==> src/rtl/swtrig_pkg.sv <==
package swtrig_pkg;

    // Number of software trigger flags held by the register
    localparam int unsigned SWT_COUNT = 8;

    // Bus width: one mask byte above one value byte
    localparam int unsigned SWT_BUS_W = 2 * SWT_COUNT;

    // Byte-enable encodings seen on the bus
    typedef enum logic [1:0] {
        BE_NONE  = 2'b00,
        BE_LOW   = 2'b01,
        BE_HIGH  = 2'b10,
        BE_FULL  = 2'b11
    } swt_be_e;

endpackage

==> src/rtl/swtrig_wr_decode.sv <==
module swtrig_wr_decode #(
    parameter int unsigned NTRIG = swtrig_pkg::SWT_COUNT,
    localparam int unsigned BUS_W = 2 * NTRIG
) (
    input  logic             bus_sel,
    input  logic             bus_wr,
    input  logic [1:0]       bus_be,
    input  logic [BUS_W-1:0] wr_data,
    output logic [NTRIG-1:0] upd_mask,
    output logic [NTRIG-1:0] upd_val
);
    import swtrig_pkg::*;

    logic             access;
    logic [NTRIG-1:0] mask_byte;

    assign access = bus_sel & bus_wr;

    // A mask byte that is not enabled counts as all zeros
    always_comb begin
        unique case (swt_be_e'(bus_be))
            BE_FULL:  mask_byte = wr_data[BUS_W-1:NTRIG];
            BE_HIGH,
            BE_LOW,
            BE_NONE:  mask_byte = '0;
            default:  mask_byte = '0;
        endcase
    end

    assign upd_mask = access ? mask_byte : '0;
    assign upd_val  = wr_data[NTRIG-1:0];

endmodule

==> src/rtl/swtrig_flag_bank.sv <==
module swtrig_flag_bank #(
    parameter int unsigned NTRIG = swtrig_pkg::SWT_COUNT
) (
    input  logic             clk,
    input  logic             rst_n,
    input  logic [NTRIG-1:0] upd_mask,
    input  logic [NTRIG-1:0] upd_val,
    output logic [NTRIG-1:0] flag_q
);

    for (genvar i = 0; i < NTRIG; i++) begin : g_flag
        always_ff @(posedge clk or negedge rst_n) begin
            if (!rst_n) begin
                flag_q[i] <= 1'b0;
            end else if (upd_mask[i]) begin
                flag_q[i] <= upd_val[i];
            end
        end
    end


    unmasked_hold_chk: assert property (@(posedge clk) disable iff (!rst_n)
        (upd_mask == '0) |=> $stable(flag_q));


    masked_set_chk: assert property (@(posedge clk) disable iff (!rst_n)
        (upd_mask != '0) |=> ((flag_q & $past(upd_mask)) == ($past(upd_val) & $past(upd_mask))));

endmodule

==> src/rtl/swtrig_req_gate.sv <==
module swtrig_req_gate #(
    parameter int unsigned NTRIG = swtrig_pkg::SWT_COUNT
) (
    input  logic [NTRIG-1:0] flag_q,
    input  logic             irq_en,
    output logic [NTRIG-1:0] trig_req
);

    for (genvar i = 0; i < NTRIG; i++) begin : g_req
        assign trig_req[i] = flag_q[i] & irq_en;
    end

endmodule

==> src/rtl/swtrig_reg.sv <==
module swtrig_reg #(
    parameter int unsigned NTRIG = swtrig_pkg::SWT_COUNT,
    localparam int unsigned BUS_W = 2 * NTRIG
) (
    input  logic             clk,
    input  logic             rst_n,
    input  logic             bus_sel,
    input  logic             bus_wr,
    input  logic [1:0]       bus_be,
    input  logic [BUS_W-1:0] wr_data,
    output logic [BUS_W-1:0] rd_data,
    input  logic             irq_en,
    output logic [NTRIG-1:0] trig_req
);

    logic [NTRIG-1:0] upd_mask;
    logic [NTRIG-1:0] upd_val;
    logic [NTRIG-1:0] flag_q;

    swtrig_wr_decode #(.NTRIG(NTRIG)) u_decode (
        .bus_sel  (bus_sel),
        .bus_wr   (bus_wr),
        .bus_be   (bus_be),
        .wr_data  (wr_data),
        .upd_mask (upd_mask),
        .upd_val  (upd_val)
    );

    swtrig_flag_bank #(.NTRIG(NTRIG)) u_bank (
        .clk      (clk),
        .rst_n    (rst_n),
        .upd_mask (upd_mask),
        .upd_val  (upd_val),
        .flag_q   (flag_q)
    );

    swtrig_req_gate #(.NTRIG(NTRIG)) u_gate (
        .flag_q   (flag_q),
        .irq_en   (irq_en),
        .trig_req (trig_req)
    );

    // Mask byte is never stored
    assign rd_data = {{NTRIG{1'b0}}, flag_q};


    full_write_clear_chk: assert property (@(posedge clk) disable iff (!rst_n)
        (bus_sel && bus_wr && bus_be == 2'b11)
        |=> ((~rd_data[NTRIG-1:0] & $past(wr_data[BUS_W-1:NTRIG]))
             == (~$past(wr_data[NTRIG-1:0]) & $past(wr_data[BUS_W-1:NTRIG]))));


    req_gate_chk: assert property (@(posedge clk) disable iff (!rst_n)
        trig_req == (rd_data[NTRIG-1:0] & {NTRIG{irq_en}}));


    upper_only_chk: assert property (@(posedge clk) disable iff (!rst_n)
        (bus_sel && bus_wr && bus_be == 2'b10) |=> $stable(rd_data));


    lower_only_chk: assert property (@(posedge clk) disable iff (!rst_n)
        (bus_sel && bus_wr && bus_be == 2'b01) |=> $stable(rd_data));


    no_access_chk: assert property (@(posedge clk) disable iff (!rst_n)
        !(bus_sel && bus_wr) |=> $stable(rd_data));

endmodule

==> config.mk <==
export PLATFORM = sky130hd
export DESIGN_NAME = swtrig_reg
export DESIGN_NICKNAME = d
export VERILOG_FILES = /design/src/rtl/swtrig_pkg.sv /design/src/rtl/swtrig_wr_decode.sv /design/src/rtl/swtrig_flag_bank.sv /design/src/rtl/swtrig_req_gate.sv /design/src/rtl/swtrig_reg.sv
export SDC_FILE = /design/constraint.sdc
export NUM_CORES = 1
export LEC_CHECK = 0
export CORE_MARGIN = 2
export CORE_UTILIZATION = 28
export CTS_BUF_LIST = sky130_fd_sc_hd__clkbuf_8 sky130_fd_sc_hd__clkbuf_16
export DETAILED_ROUTE_END_ITERATION = 12
export PLACE_DENSITY_LB_ADDON = 0.1
export RECOVER_POWER = 25
export SLEW_MARGIN = 20
export SYNTH_ARGS = -nofsm -noshare
export SYNTH_HDL_FRONTEND = slang
export SYNTH_SLANG_ARGS = --single-unit
export TNS_END_PERCENT = 10
==> constraint.sdc <==
create_clock -name clk -period 1.15 [get_ports clk]
set_clock_uncertainty 0.1 [all_clocks]
set_input_delay 0.115 -clock clk [delete_from_list [all_inputs] [get_ports clk]]
set_output_delay 0.115 -clock clk [all_outputs]
set_load 0.01 [all_outputs]
Word level (Yosys, flattened, before mapping)

Index checks and enable logic that the tools add are counted.

Register bits after elaboration: 8
Input bits: 23
Output and inout port bits: 24
Logic and storage cells: 24

Equal/unequal tests: 3
Muxes and demuxes: 2
Bitwise operators: 9
Reduce and logical (&&, ||, !) cells: 2

Operators with widths:

| operator                                                               | count |
|---|---|
| 8-bit one-hot mux with 2 select lines                                  | 1 |
| 1-bit AND                                                              | 9 |
| 8-bit two-way mux                                                      | 1 |
| 2-bit equality test (second input constant)                            | 2 |
| 3-bit OR reduction                                                     | 1 |
| 2-bit by 1-bit equality test with 1-bit output (second input constant) | 1 |
| 2-bit logical NOT                                                      | 1 |

Logic depth before layout (Yosys ltp)

Depth in word-level cells: 4
Gate-level depth with buffers: 4
Depth with buffers taken out: 3

Cells and area by module

A second synthesis with hierarchy kept.

Cell total of the unflattened synthesis: 50
Area, all modules: 555.5 sq um

By module, submodules not included:

| module           | instances | cells each | area each (sq um) | sequential area each (sq um) |
|---|---|---|---|---|
| swtrig_flag_bank | 1         | 16         | 320.3             | 200.2 |
| swtrig_wr_decode | 1         | 17         | 121.4             | 0.0 |
| swtrig_reg       | 1         | 9          | 63.8              | 0.0 |
| swtrig_req_gate  | 1         | 8          | 50.0              | 0.0 |

Worst setup path after synthesis

Ideal clock, no wire load.

Kind: input port to flip-flop
From: input port bus_be[0]
To: register u_bank.flag_q[0]
Setup time: 0.125 ns
Arrival: 0.795 ns
Data required time: 0.925 ns
Path slack: 0.129 ns
Stages on the path: 4
Path buffers: 1
Cell sequence: and4_1 -> buf_4 -> nand2_1 -> mux2_4

Longest elaborated chain between the ends: 4
Elaborated cells between the ends (all ways): 7
Classes of those cells: eq/ne (3); mux (2); reduce/logical (2)

RTL lines:

| what                                              | RTL line               | source |
|---|---|---|
| start: declaration                                | swtrig_reg.sv:9        | `input logic [1:0] bus_be,` |
| 2-bit equality test, or another cell as far along | swtrig_wr_decode.sv:21 | `unique case (swt_be_e'(bus_be))` |
| 3-bit OR reduction                                | swtrig_wr_decode.sv:21 |  |
| 8-bit one-hot mux with 2 select lines (*)         | swtrig_wr_decode.sv:21 |  |
| 8-bit two-way mux (*)                             | swtrig_wr_decode.sv:30 | `assign upd_mask = access ? mask_byte : '0;` |
| end signal: indexed assignment                    | swtrig_flag_bank.sv:16 | `flag_q[i] <= upd_val[i];` |
| end: declaration                                  | swtrig_flag_bank.sv:8  | `output logic [NTRIG-1:0] flag_q` |

Every way passes the cells marked *; elsewhere a longest branch is shown, timed or not.
A chain may end at the register's enable or synchronous reset.

Final worst setup path

From: register u_bank.flag_q[1]
To: output port trig_req[1]

Longest elaborated chain between the ends: 1

RTL lines:

| what             | RTL line              | source |
|---|---|---|
| 1-bit AND        | swtrig_req_gate.sv:10 | `assign trig_req[i] = flag_q[i] & irq_en;` |
| end: declaration | swtrig_reg.sv:13      | `output logic [NTRIG-1:0] trig_req` |

Every way passes these cells.

==> out/qor.log <==
INFO  sta            finalWorstPathRequiredPeriod=1.203ns
INFO  yosys          synthSimpleGateAreaFrac=18.49%
INFO  floorplan      design.die.area=2063um^2
INFO  pwr            net-switching-power=0.0003134W
INFO  sta            post-route-period-util=104.6%
INFO  cells_and_area area.growth.synth_to_final=91.93%
INFO  floorplan      rows=14
INFO  cells_and_area layout_top_registers=u_bank.flag_q: 8 flops
INFO  yosys          synth_fa_ha_area_share=0%
INFO  yosys          synth.mux.area_fraction=25.00%
INFO  yosys          synth_sequential_area_ratio=41.67%
INFO  place          port_buffers=38
INFO  sta            finalWorstSetupSlack=-0.05319ns
INFO  global_route   globalRoute.totalOverflow=0
INFO  clock_tree     clock-sinks=8
INFO  pwr            power.density_cell_area=1294nW/um^2
INFO  clock_tree     clock_insertion_delay_worst_skew=0.22ns
INFO  cells_and_area layout.core_utilization=59.15%
INFO  yosys          postSynth.asyncResetShare=100.0%
INFO  routing        route.detailed.wl_per_inst=11.44um
INFO  cells_and_area largest_register_ff_count=8
INFO  routing        top_layer=met3
INFO  clock_tree     cts_max_level=1
INFO  cells_and_area n_antenna_cell=0
INFO  status         violations_in_the_final_reports=setup timing
INFO  run            drv.max_cap_violation_count=0
INFO  clock_tree     clockBufferDepth=2
INFO  floorplan      die_w=45.43um
INFO  global_route   globalRouteTotalUtil=11.61%
INFO  cells_and_area share_of_cells_above_drive_strength_1=38.64%
INFO  floorplan      initial_core_util=30.82%
INFO  floorplan      die_height=45.43um
INFO  pwr            pwr-share-clk=27.5%
INFO  routing        ant_nets=0
INFO  yosys          synth_compound_area_share=0%
INFO  setup_path     critPathKind=flip-flop to primary output
INFO  sta            timing.setup.tns=-0.08972ns
INFO  routing        drc=0
INFO  setup_path     crit_path_end_kind=primary output
INFO  routing        routed-via-count=431
INFO  yosys          ys.warnings.count=0
INFO  routing        routedLengthMet1=470um
INFO  global_route   antenna_violations_before_repair=0
INFO  pwr            leakage=0.5209nW
INFO  yosys          yosys_register_bits=8
INFO  yosys          synth.avg_cell_area=11.17um^2
INFO  place          post-place-ws=-0.4813ns
INFO  status         outcome=complete, but fails checks
INFO  floorplan      io_pins=47
INFO  clock_tree     clock_tree_from_tritoncts=done
INFO  clock_tree     cts.clk_slew.worst_paths=0.04ns
INFO  sta            hold_violations=0
INFO  setup_path     crit_arrival=0.99ns
INFO  setup_path     cp-start-kind=flip-flop
INFO  routing        totalWireLength=1190um
INFO  clock_tree     cts.root.buffer_cell=clkbuf_8
INFO  clock_tree     post_cts_hold_buffer_count=0
INFO  routing        wl_met3=133um
INFO  yosys          post-synth-top-count-cell=buf_4
INFO  yosys          xor_xnor_cell_area_share_of_the_yosys_netlist=0%
INFO  yosys          synth_cell_type_count=7
INFO  pwr            p_int=0.0008797W
INFO  routing        detailed_router_iteration_count_before_antenna_repair=1
INFO  yosys          post_syn_area=480.5um^2
INFO  sta            fmaxAchievable=831.1MHz
INFO  routing        detailedRoute.firstIterationViolations=0
INFO  sta            setup_repair_after_global_routing_missed_its_margin=true
INFO  sta            final-setup-viol-count=2
INFO  sta            finalMaxSlewViolations=0
INFO  yosys          synth_top_area_share=41.67%
INFO  global_route   vias_in_the_first_global_route=405
INFO  setup_path     worst-path-max-fanout=2
INFO  place          detailed_place_hpwl=891.5um
INFO  floorplan      core-area=1559um^2
INFO  clock_tree     tritoncts.num_buffers=3
INFO  yosys          combinational_family_with_the_most_area_after_synthesis=multiplexers
INFO  cells_and_area top_register=u_bank.flag_q
INFO  setup_path     critical_path_required=0.94ns
INFO  routing        routed_via_density=4.144
INFO  yosys          synthCells=43
INFO  pwr            irDropWorstVdd=0.6167mV
INFO  yosys          netlist_top_cells_area=dfrtp_1 42%, mux2_4 25%, buf_4 14%
INFO  yosys          synth.cells.most_frequent=9 x buf_4, 8 x and2_1, 8 x dfrtp_1, 8 x mux2_4, 8 x nand2_1
INFO  routing        wl_met2=586um
INFO  pwr            netSwitchingFraction=26.27%
INFO  place          gpl.final_weighted_congestion=0.6498
INFO  cells_and_area nets=113
INFO  global_route   grt_first_pass_wirelength=1704um
INFO  pwr            power_frac_comb=39.8%
INFO  global_route   pin_count_of_the_biggest_net_entering_global_routing=9
INFO  yosys          synth-edff-count=0
INFO  yosys          cell_type_with_the_highest_aggregate_area_in_the_netlist=dfrtp_1
INFO  pwr            relative_contribution_of_sequential_cells_to_total_power=32.7%
INFO  min_path       hp-class=input pin to asynchronous set/reset pin
INFO  yosys          synth_ff_type=dfrtp_1
per-stage QoR:
stage	total power [W]	cells	hold slack (ns)	instance area (um^2)
after floorplan	0.0006061	50	-0.2806	506.7
after global placement	0.0009127	98	0.3251	862.1
after detailed placement	0.0009174	98	0.3260	862.1
after CTS	0.001202	104	0.08801	882.1
after global routing	0.001258	104	0.1808	922.1
final	0.001193	104	0.1411	922.1
layer usage:
| metal | vias to the layer above | GRT usage (%) |
|---|---|---|
| li1 | 212 | - |
| met4 | 0 | 5.294 |
| met1 | 192 | 14.93 |
| met3 | 0 | 3.571 |
| met2 | 27 | 17.75 |
| met5 | - | 0 |
logic make-up after synthesis:
kind of cell / count (synthesis)
buf+inv: 9
flops: 8
mux: 8
other cells: 1
simple gates: 17
cell usage in the layout, fill, tap and decap left out, types with 4 or more instances in the layout:
master and count:
clkdlybuf4s50_1 16, and2_1 8, mux2_4 8, conb_1 8, dlygate4sd2_1 8, dfrtp_1 8
buf_2 7, buf_4 6, nand2_2 5, dlymetal6s2s_1 4
worst max-delay path: stages, from the launching register on:
cell and delay (ns):
dfrtp_1 0.37, buf_4 0.14, and2_1 0.14, clkbuf_2 0.12
cell type report:
type / instances / area, um^2
Sequential cell: 8 / 200.2
Multi-Input combinational cell: 33 / 274.0
Timing Repair Buffer: 44 / 386.6
Clock buffer: 3 / 41.29
Fill cell: 156 / 636.9
Tap cell: 16 / 20.02
power groups by stage:
stage | sequential, W | clock, W | combinational [W]
global placement | 0.000399 | 0 | 0.000514
floorplan | 0.000425 | 0 | 0.000181
finish | 0.000390 | 0.000328 | 0.000475
CTS | 0.000390 | 0.000333 | 0.000479
detailed placement | 0.000400 | 0 | 0.000517
global route | 0.000399 | 0.000348 | 0.000511
what timing repair did:
item                       4_1_cts  5_1_grt
setup endpoints to repair       24       10
pin swaps                        1        3
setup buffers                    3        0
resized for setup               41       16
worst paths after layout:
check / from / endpoint / slack [ns] / cells past startpoint
worst max-delay path: u_bank.flag_q[1] / trig_req[1] / -0.05 / 3
worst min-delay path: rst_n / u_bank.flag_q[7] / 0.14 / 1
worst max register to register: u_bank.flag_q[3] / u_bank.flag_q[3] / 0.07 / 3
worst min register to register: u_bank.flag_q[4] / u_bank.flag_q[4] / 0.42 / 1
max in group asynchronous: rst_n / u_bank.flag_q[1] / 0.55 / 1
min in group clk: wr_data[1] / u_bank.flag_q[1] / 0.40 / 2
No activity file was read; power rests on OpenSTA's default activity.
